[config.mk]
export PLATFORM = sky130hd
export DESIGN_NAME = te_sync_detector
export DESIGN_NICKNAME = d
export VERILOG_FILES = /design/src/rtl/te_pkg.sv /design/src/rtl/te_tick_div.sv /design/src/rtl/te_pulse_meter.sv /design/src/rtl/te_sync_detector.sv
export SDC_FILE = /design/constraint.sdc
export NUM_CORES = 1
export LEC_CHECK = 0
export ABC_CLOCK_PERIOD_IN_PS = 3900
export BUFFER_PORTS_ARGS = -buffer_cell sky130_fd_sc_hd__buf_2
export CORE_MARGIN = 1.5
export CORE_UTILIZATION = 40
export CTS_BUF_LIST = sky130_fd_sc_hd__clkbuf_8
export CTS_CLUSTER_SIZE = 10
export DETAILED_ROUTE_END_ITERATION = 10
export PLACE_DENSITY = 0.58
export SLEW_MARGIN = 30
export SYNTH_ARGS = -nofsm -noshare
export SYNTH_HDL_FRONTEND = slang
export SYNTH_SLANG_ARGS = --single-unit
[constraint.sdc]
create_clock -name clk -period 3.9 [get_ports clk]
set_input_delay 0.78 -clock clk [delete_from_list [all_inputs] [get_ports clk]]
set_output_delay 0.78 -clock clk [all_outputs]
set_load 0.005 [all_outputs]
[src/rtl/te_pkg.sv]
package te_pkg;
    typedef enum logic [1:0] {
        S_IDLE    = 2'd0,
        S_WAIT_VS = 2'd1,
        S_COUNT   = 2'd2,
        S_DONE    = 2'd3
    } te_state_t;

    localparam logic [1:0] MODE_OFF  = 2'd0;
    localparam logic [1:0] MODE_RSVD = 2'd1;
    localparam logic [1:0] MODE_LINE = 2'd2;
    localparam logic [1:0] MODE_VS   = 2'd3;
endpackage

[src/rtl/te_tick_div.sv]
module te_tick_div #(
    parameter int DIV_W = 3
) (
    input  logic             clk,
    input  logic             rst_n,
    input  logic [DIV_W-1:0] div_sel,
    output logic             tick
);
    logic [DIV_W-1:0] cnt;

    assign tick = (cnt >= div_sel);

    always_ff @(posedge clk or negedge rst_n) begin
        if (!rst_n)    cnt <= '0;
        else if (tick) cnt <= '0;
        else           cnt <= cnt + 1'b1;
    end


    div_range_chk: assert property (@(posedge clk) disable iff (!rst_n)
        (cnt < div_sel) |=> (cnt <= div_sel) || $changed(div_sel));
endmodule

[src/rtl/te_pulse_meter.sv]
module te_pulse_meter #(
    parameter int CNT_W = 13
) (
    input  logic             clk,
    input  logic             rst_n,
    input  logic             tick,
    input  logic             active,
    output logic             done,
    output logic [CNT_W-1:0] width
);
    localparam logic [CNT_W-1:0] CNT_MAX = '1;

    logic             act_q;
    logic [CNT_W-1:0] cnt;

    always_ff @(posedge clk or negedge rst_n) begin
        if (!rst_n) begin
            act_q <= 1'b0;
            cnt   <= '0;
            done  <= 1'b0;
            width <= '0;
        end else begin
            act_q <= active;
            done  <= 1'b0;
            if (act_q && !active) begin
                done  <= 1'b1;
                width <= cnt;
                cnt   <= '0;
            end else if (active && tick && cnt != CNT_MAX) begin
                cnt <= cnt + 1'b1;
            end
        end
    end


    idle_zero_chk: assert property (@(posedge clk) disable iff (!rst_n)
        !active |=> (cnt == '0));
endmodule

[src/rtl/te_sync_detector.sv]
module te_sync_detector
    import te_pkg::*;
#(
    parameter int DIV_W  = 3,
    parameter int HS_W   = 3,
    parameter int VS_W   = 9,
    parameter int LINE_W = 11
) (
    input  logic              clk,
    input  logic              rst_n,
    input  logic              te_in,
    input  logic [DIV_W-1:0]  div_sel,
    input  logic [HS_W-1:0]   hs_width,
    input  logic [VS_W-1:0]   vs_width,
    input  logic              hs_inv,
    input  logic              vs_inv,
    input  logic [1:0]        mode,
    input  logic [LINE_W-1:0] target_line,
    output logic              match_n
);
    localparam int CNT_W = VS_W + 4;
    localparam logic [LINE_W-1:0] LINE_MAX = '1;

    logic             te_q, tick;
    logic             h_done, v_done;
    logic [CNT_W-1:0] h_w, v_w, hs_ticks, vs_ticks;
    logic             hs_evt, vs_evt;
    te_state_t        state, state_nx;
    logic [LINE_W-1:0] line_cnt, line_nx;
    logic             fire;

    always_ff @(posedge clk or negedge rst_n) begin
        if (!rst_n) te_q <= 1'b0;
        else        te_q <= te_in;
    end

    te_tick_div #(.DIV_W(DIV_W)) u_div (
        .clk(clk), .rst_n(rst_n), .div_sel(div_sel), .tick(tick));

    te_pulse_meter #(.CNT_W(CNT_W)) u_hmeter (
        .clk(clk), .rst_n(rst_n), .tick(tick), .active(te_q ^ hs_inv),
        .done(h_done), .width(h_w));

    te_pulse_meter #(.CNT_W(CNT_W)) u_vmeter (
        .clk(clk), .rst_n(rst_n), .tick(tick), .active(te_q ^ vs_inv),
        .done(v_done), .width(v_w));

    assign hs_ticks = CNT_W'(hs_width) + 1'b1;
    assign vs_ticks = (CNT_W'(vs_width) + 1'b1) << 3;
    assign vs_evt   = v_done && (v_w >= vs_ticks);
    assign hs_evt   = h_done && (h_w >= hs_ticks) && (h_w < vs_ticks);

    always_comb begin
        state_nx = state;
        line_nx  = line_cnt;
        fire     = 1'b0;
        if (mode == MODE_OFF || mode == MODE_RSVD) begin
            state_nx = S_IDLE;
        end else begin
            unique case (state)
                S_IDLE: state_nx = S_WAIT_VS;
                S_WAIT_VS, S_COUNT, S_DONE: begin
                    if (mode == MODE_VS) begin
                        state_nx = S_WAIT_VS;
                        if (state == S_WAIT_VS && vs_evt) fire = 1'b1;
                    end else if (vs_evt) begin
                        line_nx = '0;
                        if (target_line == '0) begin
                            fire     = 1'b1;
                            state_nx = S_DONE;
                        end else begin
                            state_nx = S_COUNT;
                        end
                    end else if (hs_evt && state != S_WAIT_VS) begin
                        if (line_cnt != LINE_MAX) line_nx = line_cnt + 1'b1;
                        if (state == S_COUNT && line_nx == target_line) begin
                            fire     = 1'b1;
                            state_nx = S_DONE;
                        end
                    end
                end
                default: state_nx = S_IDLE;
            endcase
        end
    end

    always_ff @(posedge clk or negedge rst_n) begin
        if (!rst_n) state <= S_IDLE;
        else        state <= state_nx;
    end

    always_ff @(posedge clk or negedge rst_n) begin
        if (!rst_n) begin
            match_n  <= 1'b1;
            line_cnt <= '0;
        end else begin
            match_n  <= !fire;
            line_cnt <= line_nx;
        end
    end


    class_excl_chk: assert property (@(posedge clk) disable iff (!rst_n)
        $onehot0({hs_evt, vs_evt}));


    mode_off_chk: assert property (@(posedge clk) disable iff (!rst_n)
        (mode == MODE_OFF || mode == MODE_RSVD) |=> match_n);


    match_pulse_chk: assert property (@(posedge clk) disable iff (!rst_n)
        !match_n |=> match_n);


    line_sat_chk: assert property (@(posedge clk) disable iff (!rst_n)
        (line_cnt == LINE_MAX && !vs_evt) |=> (line_cnt == LINE_MAX));


    line_clear_chk: assert property (@(posedge clk) disable iff (!rst_n)
        (vs_evt && mode == MODE_LINE && state != S_IDLE) |=> (line_cnt == '0));
endmodule

# After elaboration in Yosys (flattened, before gate mapping)
# Index checks and enable logic that the tools add are counted.
[totals]
reg_bits = 74
out_inout_bits = 1
word_cells = 94
[op_classes]
addsub = 6
order_cmp = 4
eq_ne = 12
n_mux = 30
n_bitwise = 4
reduce_logical = 25
[op_table]
columns = ["op", "count"]
rows = [
  ["$mux 11", 8],
  ["$mux 13", 4],
  ["$add 13x1->13 const B", 2],
  ["$ne 13x13->1 const B", 2],
  ["$ge 13x13->1", 1],
  ["$ge 13x4->1", 1],
  ["$lt 13x13->1", 1],
  ["$logic_and 1x1->1", 12],
  ["$add 11x1->11 const B", 1],
  ["$eq 11x11->1", 1],
  ["$logic_not 11->1", 1],
  ["$mux 1", 11],
  ["$ne 11x11->1 const B", 1],
  ["$add 9x1->10 const B", 1],
  ["$mux 2", 5],
  ["$ne 5x5->1 const B", 2],
  ["$eq 2x2->1 const B", 3],
  ["$reduce_bool 2->1", 3],
  ["$add 3x1->4 const B", 1],
  ["$eq 2x1->1 const B", 2],
  ["$logic_not 2->1", 2],
  ["$pmux 2 s2", 1],
  ["$reduce_and 4->1", 1],
  ["$add 3x1->3 const B", 1],
  ["other kinds (9)", 13],
]

# Depth between registers and ports, before layout
# Gate-level depths: netlist of run 1.
[depth]
depth_word = 19
ltp_mapped = 13
ltp_nobuf = 12

# Cells and area by module
# From an unflattened synthesis of run 1, not the netlist that was laid out.
[hier_totals]
hier_cells = 505
area_unflattened_um2 = 4683.2
[modules_own_cells]
columns = ["mod", "instances", "cells_each", "area_each_um2", "seq_area_each_um2"]
rows = [
  ["te_pulse_meter", 2, 130, 1249.9, 700.7],
  ["te_sync_detector", 1, 227, 1985.7, 376.6],
  ["te_tick_div", 1, 18, 197.7, 75.1],
]

# Worst setup path before layout of run 1
# No wires, ideal clock.
[synth_timing]
path_type = "input -> register"
from = "input vs_width[4]"
to = "register line_cnt[8]"
arrival_time_ps = 3099
setup_slack_ps = 680
cell_stages = 13
n_path_buf = 1
path_cell_list = "and3_1 -> and3_1 -> nand3_1 -> xor2_1 -> ha_1 -> a222oi_1 -> o21ai_1 -> nor4_1 -> a21oi_4 -> o21a_4 -> buf_6 -> a21oi_1 -> a21oi_1"
[synth_via]
elab_chain_len = 6
[synth_lines]
columns = ["element", "line", "text"]
rows = [
  ["start, declared", "te_sync_detector.sv:14", "input logic [VS_W-1:0] vs_width,"],
  ["$add 9x1->10 (*)", "te_sync_detector.sv:49", "assign vs_ticks = (CNT_W'(vs_width) + 1'b1) << 3;"],
  ["$lt 13x13->1", "te_sync_detector.sv:51", "assign hs_evt = h_done && (h_w >= hs_ticks) && (h_w < vs_ticks);"],
  ["$logic_and 1x1->1", "te_sync_detector.sv:51", ""],
  ["$logic_and 1x1->1", "te_sync_detector.sv:74", "end else if (hs_evt && state != S_WAIT_VS) begin"],
  ["$reduce_bool 2->1 (no source line)", "--", ""],
  ["$reduce_and 4->1 (no source line)", "--", ""],
  ["end signal, assigned", "te_sync_detector.sv:98", "line_cnt <= line_nx;"],
  ["end, declared", "te_sync_detector.sv:29", "logic [LINE_W-1:0] line_cnt, line_nx;"],
]
# Mark *: on every way between the ends. The rest lies on a longest branch, timed or not.
# A chain may end at the register's enable or synchronous reset.

# Worst setup path after layout of run 1
[layout_timing]
from = "input vs_width[2]"
to = "register line_cnt[0]"
# The elaborated chain is that of the path after synthesis.

==> flow_summary.json, run 1 <==
{
  "die_h_um": 110.3,
  "synthArstFlopShare_pct": 100.0,
  "diodes": 0,
  "slew_headroom_pct": 52.89,
  "p_sw_w": 0.0005473,
  "synth_ff_type": "dfrtp_1",
  "avgViaCountPerCell": 5.578,
  "power.share.sequential_pct": 50.0,
  "outcome": "finished, final reports clean",
  "cts_resized": 0,
  "wl_met3_um": 490,
  "crit_path_max_fanout": 16,
  "post-dp-hpwl_um": 7944,
  "n_fill_cell": 1107,
  "cts.sinks": 74,
  "final_cell_mix": "86 x nand2_1, 73 x dfrtp_1, 37 x nor2_1",
  "ios": 34,
  "syn_nets": 580,
  "dp_slack_ns": 0.2885,
  "p_per_area_nw_per_um2": 349.1,
  "final_cells": 687,
  "grt_pass1_vias": 3664,
  "drive_gt1_share_pct": 11.88,
  "synth_cell_types": 68,
  "start_util_pct": 41.74,
  "grt_pass1_wl_um": 17870,
  "fin_setup_tns_ns": 0,
  "drt_wl_total_um": 10800,
  "hold_viol": 0,
  "cts_hold_buffers": 0,
  "start_kind": "input port",
  "wl_met2_um": 4693,
  "arrival_ns": 3.56,
  "clk_latency_ns": 0.35,
  "die_w_um": 110.3,
  "combPwrFrac_pct": 19.0,
  "power_leakage_nw": 2.366,
  "post_cts_buffers": 0,
  "min_period_ns": 3.316,
  "grt_max_degree": 75,
  "drt_iter0_markers": 343,
  "ys_seq_area_share_pct": 40.24,
  "maxCapViolCount": 0,
  "routedWlPerCell_um": 15.72,
  "syn2layout_area_growth_pct": 9.158,
  "numPortBuffers": 33,
  "syn-cell-area_um2": 4604,
  "switching_share_pct": 31.19,
  "wl_met1_um": 5204,
  "crit_type": "in2reg",
  "cts_tree": "done",
  "num_rows": 38,
  "synth_warnings": 0,
  "p_int_w": 0.001207,
  "gp_congestion": 0.9054,
  "num_vias": 3832,
  "cts.path.max_buffers": 2,
  "dr.pass1.iters": 7,
  "htreeDepth": 3,
  "maxSlewViolCount": 0,
  "grt_usage_pct": 19.18,
  "pwr-share-clk_pct": 31.1,
  "die_area_um2": 12160,
  "drtAntennaViolNets": 0,
  "layout_commonest_cell": "nand2_1",
  "routed.top_layer": "met4",
  "period_share_pct": 85.03,
  "syn_avg_cell_area_um2": 8.941,
  "finalClockSkew_ns": 0.01046,
  "grt_antenna_before_repair": 0,
  "route.detailed.drc": 0,
  "holdWs_ns": 0.4495,
  "clk_pin_slew_ns": 0.08,
  "cts_root_buf": "clkbuf_8",
  "synth_edf_count": 0,
  "endpoint_kind": "flip-flop",
  "totalPowerFinal_w": 0.001755,
  "nNetsFinal": 607,
  "numCtsBuffers": 9,
  "dp_cells": 671,
  "tightest_slew_ns": 0.7024,
  "grt_overflow_total": 0,
  "hold_class": "in2async",
  "vdd_drop_max_v": 0.0001641,
  "fmax_mhz": 301.5,
  "worst_slack_ns": 0.5837,
  "ys_ff_latch": 74,
  "setup_viol": 0,
  "core_area_um2": 11030,
  "crit_required_ns": 4.14,
  "syn_inst": 515,
  "grt_setup_unrepaired": "false"
}
-- cell type report --
type	instances	area, um^2	area share [%]
multi-input combinational	396	2534	50.41
sequential	74	1853	36.87
timing repair buffer	35	186.4	3.709
tap	140	175.2	3.485
clock buffer	10	137.6	2.738
inverter	26	97.59	1.942
clock inverter	6	42.54	0.8464
-- sequential cells by signal (all words and copies together) (netlist names), 2 cells and up --
signal and flops:
u_hmeter.cnt 13, u_div.cnt 3, u_vmeter.width 13, u_hmeter.width 13, line_cnt 11, u_vmeter.cnt 13, state 2
-- per-stage QoR --
stage | utilization [%] | cell area, um^2
floorplan | - | 4604
finish | 45.56 | 5026
detailed placement | 43.90 | 4842
global route | 45.56 | 5026
global placement | 43.90 | 4842
CTS | 45.53 | 5022
-- power groups by stage --
stage               logic [W]  clock network (W)  registers (W)
floorplan            0.000235                  0       0.000879
global placement     0.000326                  0       0.000889
detailed placement   0.000336                  0       0.000893
CTS                  0.000337           0.000573       0.000878
global route         0.000386           0.000601       0.000886
finish               0.000333           0.000545       0.000877
-- final timing paths --
check	startpoint	end	slack, ns	cells after the start
max	vs_width[2]	line_cnt[0]$_DFFE_PN0P_	0.58	13
min	rst_n	line_cnt[8]$_DFFE_PN0P_	0.45	1
max reg2reg	line_cnt[1]$_DFFE_PN0P_	match_n$_DFF_PN1_	1.37	8
min reg2reg	u_div.cnt[0]$_DFF_PN0_	u_div.cnt[0]$_DFF_PN0_	0.47	1
max in group asynchronous	rst_n	u_hmeter.width[9]$_DFFE_PN0P_	2.98	1
min in group clk	u_div.cnt[0]$_DFF_PN0_	u_div.cnt[0]$_DFF_PN0_	0.47	1
-- layer usage --
layer  track usage [%]  up-vias
met5                 0        -
met4             10.81        0
met3             3.116       28
met2             27.87      112
met1             27.03     1807
li1                  -     1885
-- kinds of logic after synthesis --
kind of cell    Yosys count  synth area share, %
simple gates            227                24.46
xor+xnor                 33                6.277
flops                    74                40.24
mux                       4               0.8696
fa+ha+maj                32                8.696
buf+inv                  45                4.728
compound gates          100                14.73
-- synth_stat cells (all sizes together), types with 4 or more instances --
cell	number	area [um^2]
a21o	7	55.06
a21oi	27	146.4
a31oi	4	25.02
a41oi	4	35.03
and2	4	25.02
and3	11	73.82
buf	13	97.59
clkbuf	6	22.52
dfrtp	73	1827
ha	32	400.4
inv	24	90.09
mux2i	4	40.04
nand2	86	322.8
nand2b	4	25.02
nand3	27	152.7
nand4	9	56.30
nor2	37	138.9
nor3	12	60.06
nor4	13	96.34
o2111ai	4	35.03
o21a	4	37.53
o21ai	27	135.1
or3	7	45.05
xnor2	23	201.4
xor2	10	87.58
-- critical path, cell delays in order --
cell	delay [ns]
buf_2	0.11
and3_1	0.20
and3_1	0.21
nand3_1	0.12
xor2_1	0.26
ha_1	0.30
a222oi_1	0.26
o21ai_1	0.11
nor4_1	0.40
a21oi_4	0.18
o21a_4	0.31
and3b_1	0.18
a21o_1	0.14
Power figures use the tool's default switching activity.
==> run 2, diff against run 1 <==
--- a/config.mk
+++ b/config.mk
@@ -6,13 +6,13 @@
 export NUM_CORES = 1
 export LEC_CHECK = 0
 export ABC_CLOCK_PERIOD_IN_PS = 3900
-export BUFFER_PORTS_ARGS = -buffer_cell sky130_fd_sc_hd__buf_2
+export BUFFER_PORTS_ARGS = -buffer_cell sky130_fd_sc_hd__buf_4
 export CORE_MARGIN = 1.5
 export CORE_UTILIZATION = 40
 export CTS_BUF_LIST = sky130_fd_sc_hd__clkbuf_8
 export CTS_CLUSTER_SIZE = 10
 export DETAILED_ROUTE_END_ITERATION = 10
-export PLACE_DENSITY = 0.58
+export PLACE_DENSITY = 0.6
 export SLEW_MARGIN = 30
 export SYNTH_ARGS = -nofsm -noshare
 export SYNTH_HDL_FRONTEND = slang
==> run 2 against run 1 <==
Via count fell by 1.1%. Highest routed layer unchanged. Fmax fell by 0.47%. Combinational power grew 5%. Largest cell class unchanged. Sequential power rose by 0.5%. Final cell count down 0.58%. Critical path type unchanged. Total power decreased by 0.82%. Routed wire length is 0.60% lower.
==> flow_summary.json, run 2 (synthesis gave the netlist of run 1 again) <==
{
  "core_area_um2": 11030,
  "cts.path.max_buffers": 2,
  "post-dp-hpwl_um": 7926,
  "start_kind": "input port",
  "cts_tree": "done",
  "cp_cell_sequence": "buf_4, and3_1, and3_1, nand3_1, xor2_1, ha_1, a222oi_1, o21ai_1, nor4_1, a21oi_4, buf_4, nor4_1, o21ai_0, and3_1",
  "drt_wl_total_um": 10730,
  "nNetsFinal": 606,
  "die_area_um2": 12160,
  "fin_setup_tns_ns": 0,
  "cts_hold_buffers": 0,
  "final_cell_mix": "86 x nand2_1, 73 x dfrtp_1, 37 x nor2_1",
  "period_share_pct": 85.44,
  "layout_commonest_cell": "nand2_1",
  "grt_overflow_total": 0,
  "grt_setup_unrepaired": "false",
  "use_met3_pct": 4.115,
  "cts_root_buf": "clkbuf_8",
  "arrival_ns": 3.58,
  "clk_latency_ns": 0.35,
  "ios": 34,
  "post_cts_buffers": 0,
  "grt.met1_usage_pct": 26.65,
  "crit_path_max_fanout": 9,
  "avgViaCountPerCell": 5.551,
  "maxSlewViolCount": 0,
  "grt_pass1_vias": 3737,
  "diodes": 0,
  "grt_max_degree": 75,
  "p_per_area_nw_per_um2": 342.8,
  "finalClockSkew_ns": 0.006387,
  "cts_resized": 0,
  "die_h_um": 110.3,
  "grt-busiest-layer": "met2",
  "setup_viol": 0,
  "critPathMaxStageDelay_ns": 0.43,
  "cts.sinks": 74,
  "drt_iter0_markers": 279,
  "tightest_slew_ns": 0.7260,
  "hold_class": "in2async",
  "gp_congestion": 0.9106,
  "cp_slowest_cell": "nor4_1",
  "crit_buf_inv": 2,
  "routedWlPerCell_um": 15.71,
  "n_fill_cell": 1109,
  "grt_pass1_wl_um": 18200,
  "outcome": "finished, final reports clean",
  "power_leakage_nw": 2.391,
  "maxCapViolCount": 0,
  "num_vias": 3791,
  "syn2layout_area_growth_pct": 10.27,
  "start_util_pct": 41.74,
  "htreeDepth": 3,
  "numPortBuffers": 33,
  "crit_type": "in2reg",
  "hold_viol": 0,
  "drive_gt1_share_pct": 10.87,
  "grt_usage_pct": 19.37,
  "grt_use_met2_pct": 30.03,
  "crit_required_ns": 4.14,
  "num_rows": 38,
  "worst_path_most_repeated_cell": "and3_1",
  "cpLargestDelayFamily": "simple AND/OR/NAND/NOR gates",
  "dr.pass1.iters": 4,
  "endpoint_kind": "flip-flop",
  "slew_headroom_pct": 51.50,
  "clk_pin_slew_ns": 0.07,
  "fmax_mhz": 300.1,
  "final_util_pct": 46.03,
  "grt_antenna_before_repair": 0,
  "route.detailed.drc": 0,
  "min_period_ns": 3.332,
  "drtAntennaViolNets": 0,
  "numCtsBuffers": 9,
  "die_w_um": 110.3,
  "vdd_drop_max_v": 0.0001477
}
## run 2: cell type report
cell class | instances | area [um^2] | area share (%)
multi-input combinational | 396 | 2534 | 49.90
tap | 140 | 175.2 | 3.450
inverter | 26 | 97.59 | 1.922
clock inverter | 2 | 7.507 | 0.1479
timing repair buffer | 34 | 259.0 | 5.101
clock buffer | 11 | 151.4 | 2.982
sequential | 74 | 1853 | 36.50
## run 2: final timing paths
kind	slack [ns]	startpoint	cells after the start	to
min in group clk	0.47	u_vmeter.width[2]$_DFFE_PN0P_	2	u_vmeter.width[2]$_DFFE_PN0P_
max in group asynchronous	2.97	rst_n	1	u_hmeter.cnt[1]$_DFFE_PN0P_
worst max-delay path	0.57	vs_width[4]	14	state[0]$_DFFE_PN0P_
worst max register to register	1.36	u_vmeter.width[8]$_DFFE_PN0P_	9	state[0]$_DFFE_PN0P_
worst min-delay path	0.46	rst_n	1	u_div.cnt[0]$_DFF_PN0_
worst min register to register	0.47	u_vmeter.width[2]$_DFFE_PN0P_	2	u_vmeter.width[2]$_DFFE_PN0P_
## run 2: worst reg2reg max path: stages (launching register included)
cell,delay [ns]
dfrtp_1,0.38
ha_1,0.32
a222oi_1,0.32
o21ai_1,0.11
nor4_1,0.43
a21oi_4,0.19
buf_4,0.21
nor4_1,0.19
o21ai_0,0.12
and3_1,0.17
## run 2: power by group
part           internal, W  switching [W]
registers         0.000828      0.0000533
clock network     0.000251       0.000261
logic             0.000142       0.000205
total              0.00122       0.000519
## run 2: through the flow
stage | area [um^2] | cells | hold WS (ns) | power [W] | setup WS (ns)
2_1_floorplan | 4604 | 515 | 0.4316 | 0.001114 | 0.6800
3_3_place_gp | 4915 | 670 | 0.4560 | 0.001229 | 0.2984
3_5_place_dp | 4915 | 670 | 0.4636 | 0.001247 | 0.2320
4_1_cts | 5074 | 683 | 0.4728 | 0.001767 | 0.6062
5_1_grt | 5077 | 683 | 0.4988 | 0.001856 | 0.3205
6_report | 5077 | 683 | 0.4579 | 0.001740 | 0.5679
## run 2: metal layers
layer / part of all wire, % / wire length (um)
met5: 0 / 0
met4: 1.3 / 142
met3: 4.5 / 484
met2: 46 / 4892
met1: 49 / 5214
==> run 3, diff against run 2 <==
--- a/config.mk
+++ b/config.mk
@@ -12,7 +12,7 @@
 export CTS_BUF_LIST = sky130_fd_sc_hd__clkbuf_8
 export CTS_CLUSTER_SIZE = 10
 export DETAILED_ROUTE_END_ITERATION = 10
-export PLACE_DENSITY = 0.6
+export PLACE_DENSITY = 0.64
 export SLEW_MARGIN = 30
 export SYNTH_ARGS = -nofsm -noshare
 export SYNTH_HDL_FRONTEND = slang
==> run 3 against run 2 <==
Global-route usage is 0.22 points lower. Non-clock buffer count is 1 higher. Routed wire length is 2.2% lower. Design area is 1.7% higher. Core utilization is 0.77 points higher. Via count is 1.2% higher. Total power is 9.7% higher. Sequential power hardly changed. Clock-buffer cell count stayed put.
==> flow_summary.json, run 3 (synthesis gave the netlist of run 1 again) <==
{
  "outcome": "finished, final reports clean",
  "min_period_ns": 3.265,
  "finalClockSkew_ns": 0.01023,
  "grt_pass1_vias": 3766,
  "crit_type": "in2reg",
  "worst_path_most_repeated_cell": "and3_1",
  "final_cells": 687,
  "endpoint_kind": "flip-flop",
  "cp_cell_sequence": "buf_4, and3_1, and3_1, nand3_1, xor2_1, ha_1, a222oi_1, o21ai_1, nor4_1, a21oi_4, buf_4, nor4_1, o21ai_0, and3_1",
  "die_area_um2": 12160,
  "use_met3_pct": 3.821,
  "arrival_ns": 3.51,
  "cts.path.max_buffers": 2,
  "start_kind": "input port",
  "grt.met1_usage_pct": 25.56,
  "p_per_area_nw_per_um2": 369.9,
  "cts_resized": 0,
  "fin_setup_tns_ns": 0,
  "die_h_um": 110.3,
  "critPathMaxStageDelay_ns": 0.40,
  "tightest_slew_ns": 0.6851,
  "setup_viol": 0,
  "grt-busiest-layer": "met2",
  "clk_latency_ns": 0.36,
  "power.share.sequential_pct": 46.0,
  "combPwrFrac_pct": 17.9,
  "drtAntennaViolNets": 0,
  "start_util_pct": 41.74,
  "route.detailed.drc": 0,
  "power_leakage_nw": 2.422,
  "maxCapViolCount": 0,
  "cpLargestDelayFamily": "simple AND/OR/NAND/NOR gates",
  "num_rows": 38,
  "die_w_um": 110.3,
  "clk_pin_slew_ns": 0.07,
  "vdd_drop_max_v": 0.0003100,
  "avgViaCountPerCell": 5.585,
  "p_int_w": 0.001367,
  "crit_path_max_fanout": 10,
  "grt_usage_pct": 19.15,
  "htreeDepth": 3,
  "cts_hold_buffers": 0,
  "post-dp-hpwl_um": 7824,
  "cts_tree": "done",
  "gp_congestion": 0.8958,
  "grt_setup_unrepaired": "false",
  "p_sw_w": 0.0005421,
  "num_vias": 3837,
  "grt_overflow_total": 0,
  "drt_wl_total_um": 10500,
  "diodes": 0,
  "post_cts_buffers": 0,
  "nNetsFinal": 607,
  "dr.pass1.iters": 4,
  "dp_cells": 671,
  "final_cell_mix": "86 x nand2_1, 73 x dfrtp_1, 37 x nor2_1",
  "period_share_pct": 83.73,
  "crit_buf_inv": 2,
  "grt_pass1_wl_um": 17920,
  "grt_use_met2_pct": 30.91,
  "routedWlPerCell_um": 15.28,
  "ios": 34,
  "syn2layout_area_growth_pct": 12.12,
  "cp_slowest_cell": "nor4_1",
  "core_area_um2": 11030,
  "switching_share_pct": 28.39,
  "rrSetupSlack_ns": 1.25,
  "slew_headroom_pct": 54.23,
  "crit_required_ns": 4.14,
  "drt_iter0_markers": 251,
  "hold_viol": 0,
  "maxSlewViolCount": 0,
  "fmax_mhz": 306.3,
  "layout_commonest_cell": "nand2_1",
  "numCtsBuffers": 9,
  "grt_max_degree": 75,
  "grt_antenna_before_repair": 0,
  "numPortBuffers": 33,
  "pwr-share-clk_pct": 36.1,
  "cts_root_buf": "clkbuf_8",
  "cts.sinks": 74,
  "hold_class": "in2async",
  "drive_gt1_share_pct": 11.88
}
==> run 3: cell types whose count changed in the layout (fill, tap and decap cells not counted) <==
cell and change:
inv_1 -2, buf_4 +1, clkinv_4 +1, inv_6 +1
bufinv_16 +2, clkinvlp_4 +1
==> run 3: power by group through the flow <==
stage                     Sequential [W]  Clock (W)  Combinational, W
after detailed placement        0.000892          0          0.000345
final                           0.000879   0.000690          0.000341
after floorplan                 0.000879          0          0.000235
after global placement          0.000890          0          0.000334
after CTS                       0.000878   0.000708          0.000347
after global routing            0.000888   0.000743          0.000392
==> run 3: stage by stage <==
step | worst slack [ns] | utilization, % | instance area, um^2 | power [W] | hold WS (ns)
finish | 0.6347 | 46.80 | 5162 | 0.001909 | 0.4511
global route | 0.4117 | 46.80 | 5162 | 0.002023 | 0.4967
CTS | 0.6382 | 46.77 | 5159 | 0.001933 | 0.4770
detailed placement | 0.2446 | 44.62 | 4922 | 0.001237 | 0.4559
global placement | 0.3278 | 44.62 | 4922 | 0.001224 | 0.4564
floorplan | 0.6800 | - | 4604 | 0.001114 | 0.4316
==> run 3: worst reg2reg max path, delay by kind of cell (launching register included) <==
| kind | cells | cell delay (ns) |
|---|---|---|
| DFF | 1 | 0.47 |
| and+or+nand+nor | 5 | 1.41 |
| adders and majority gates | 1 | 0.36 |
| AOI/OAI and AO/OA | 2 | 0.32 |
==> run 3: final timing paths <==
kind	startpoint	to	depth (start not counted)
worst max-delay path	vs_width[4]	state[0]$_DFFE_PN0P_	14
worst min-delay path	rst_n	u_vmeter.width[10]$_DFFE_PN0P_	1
worst max register to register	line_cnt[0]$_DFFE_PN0P_	match_n$_DFF_PN1_	8
worst min register to register	u_vmeter.width[2]$_DFFE_PN0P_	u_vmeter.width[2]$_DFFE_PN0P_	2
max in group asynchronous	rst_n	u_hmeter.cnt[0]$_DFFE_PN0P_	1
min in group clk	u_vmeter.width[2]$_DFFE_PN0P_	u_vmeter.width[2]$_DFFE_PN0P_	2
==> run 3: metal layers <==
layer	vias up	part of all wire (%)
li1	1884	-
met1	1833	46
met2	104	47
met3	16	4.8
met4	0	2.1
met5	-	0
==> run 3: area by class of cell <==
| class | instances | area (um^2) |
|---|---|---|
| clock buffers | 11 | 151.4 |
| clock inverters | 5 | 85.08 |
| fillers | 1030 | 5868 |
| inverters | 26 | 97.59 |
| multi-input cells | 396 | 2534 |
| flip-flops and latches | 74 | 1853 |
| well taps | 140 | 175.2 |
| repair buffers | 35 | 266.5 |
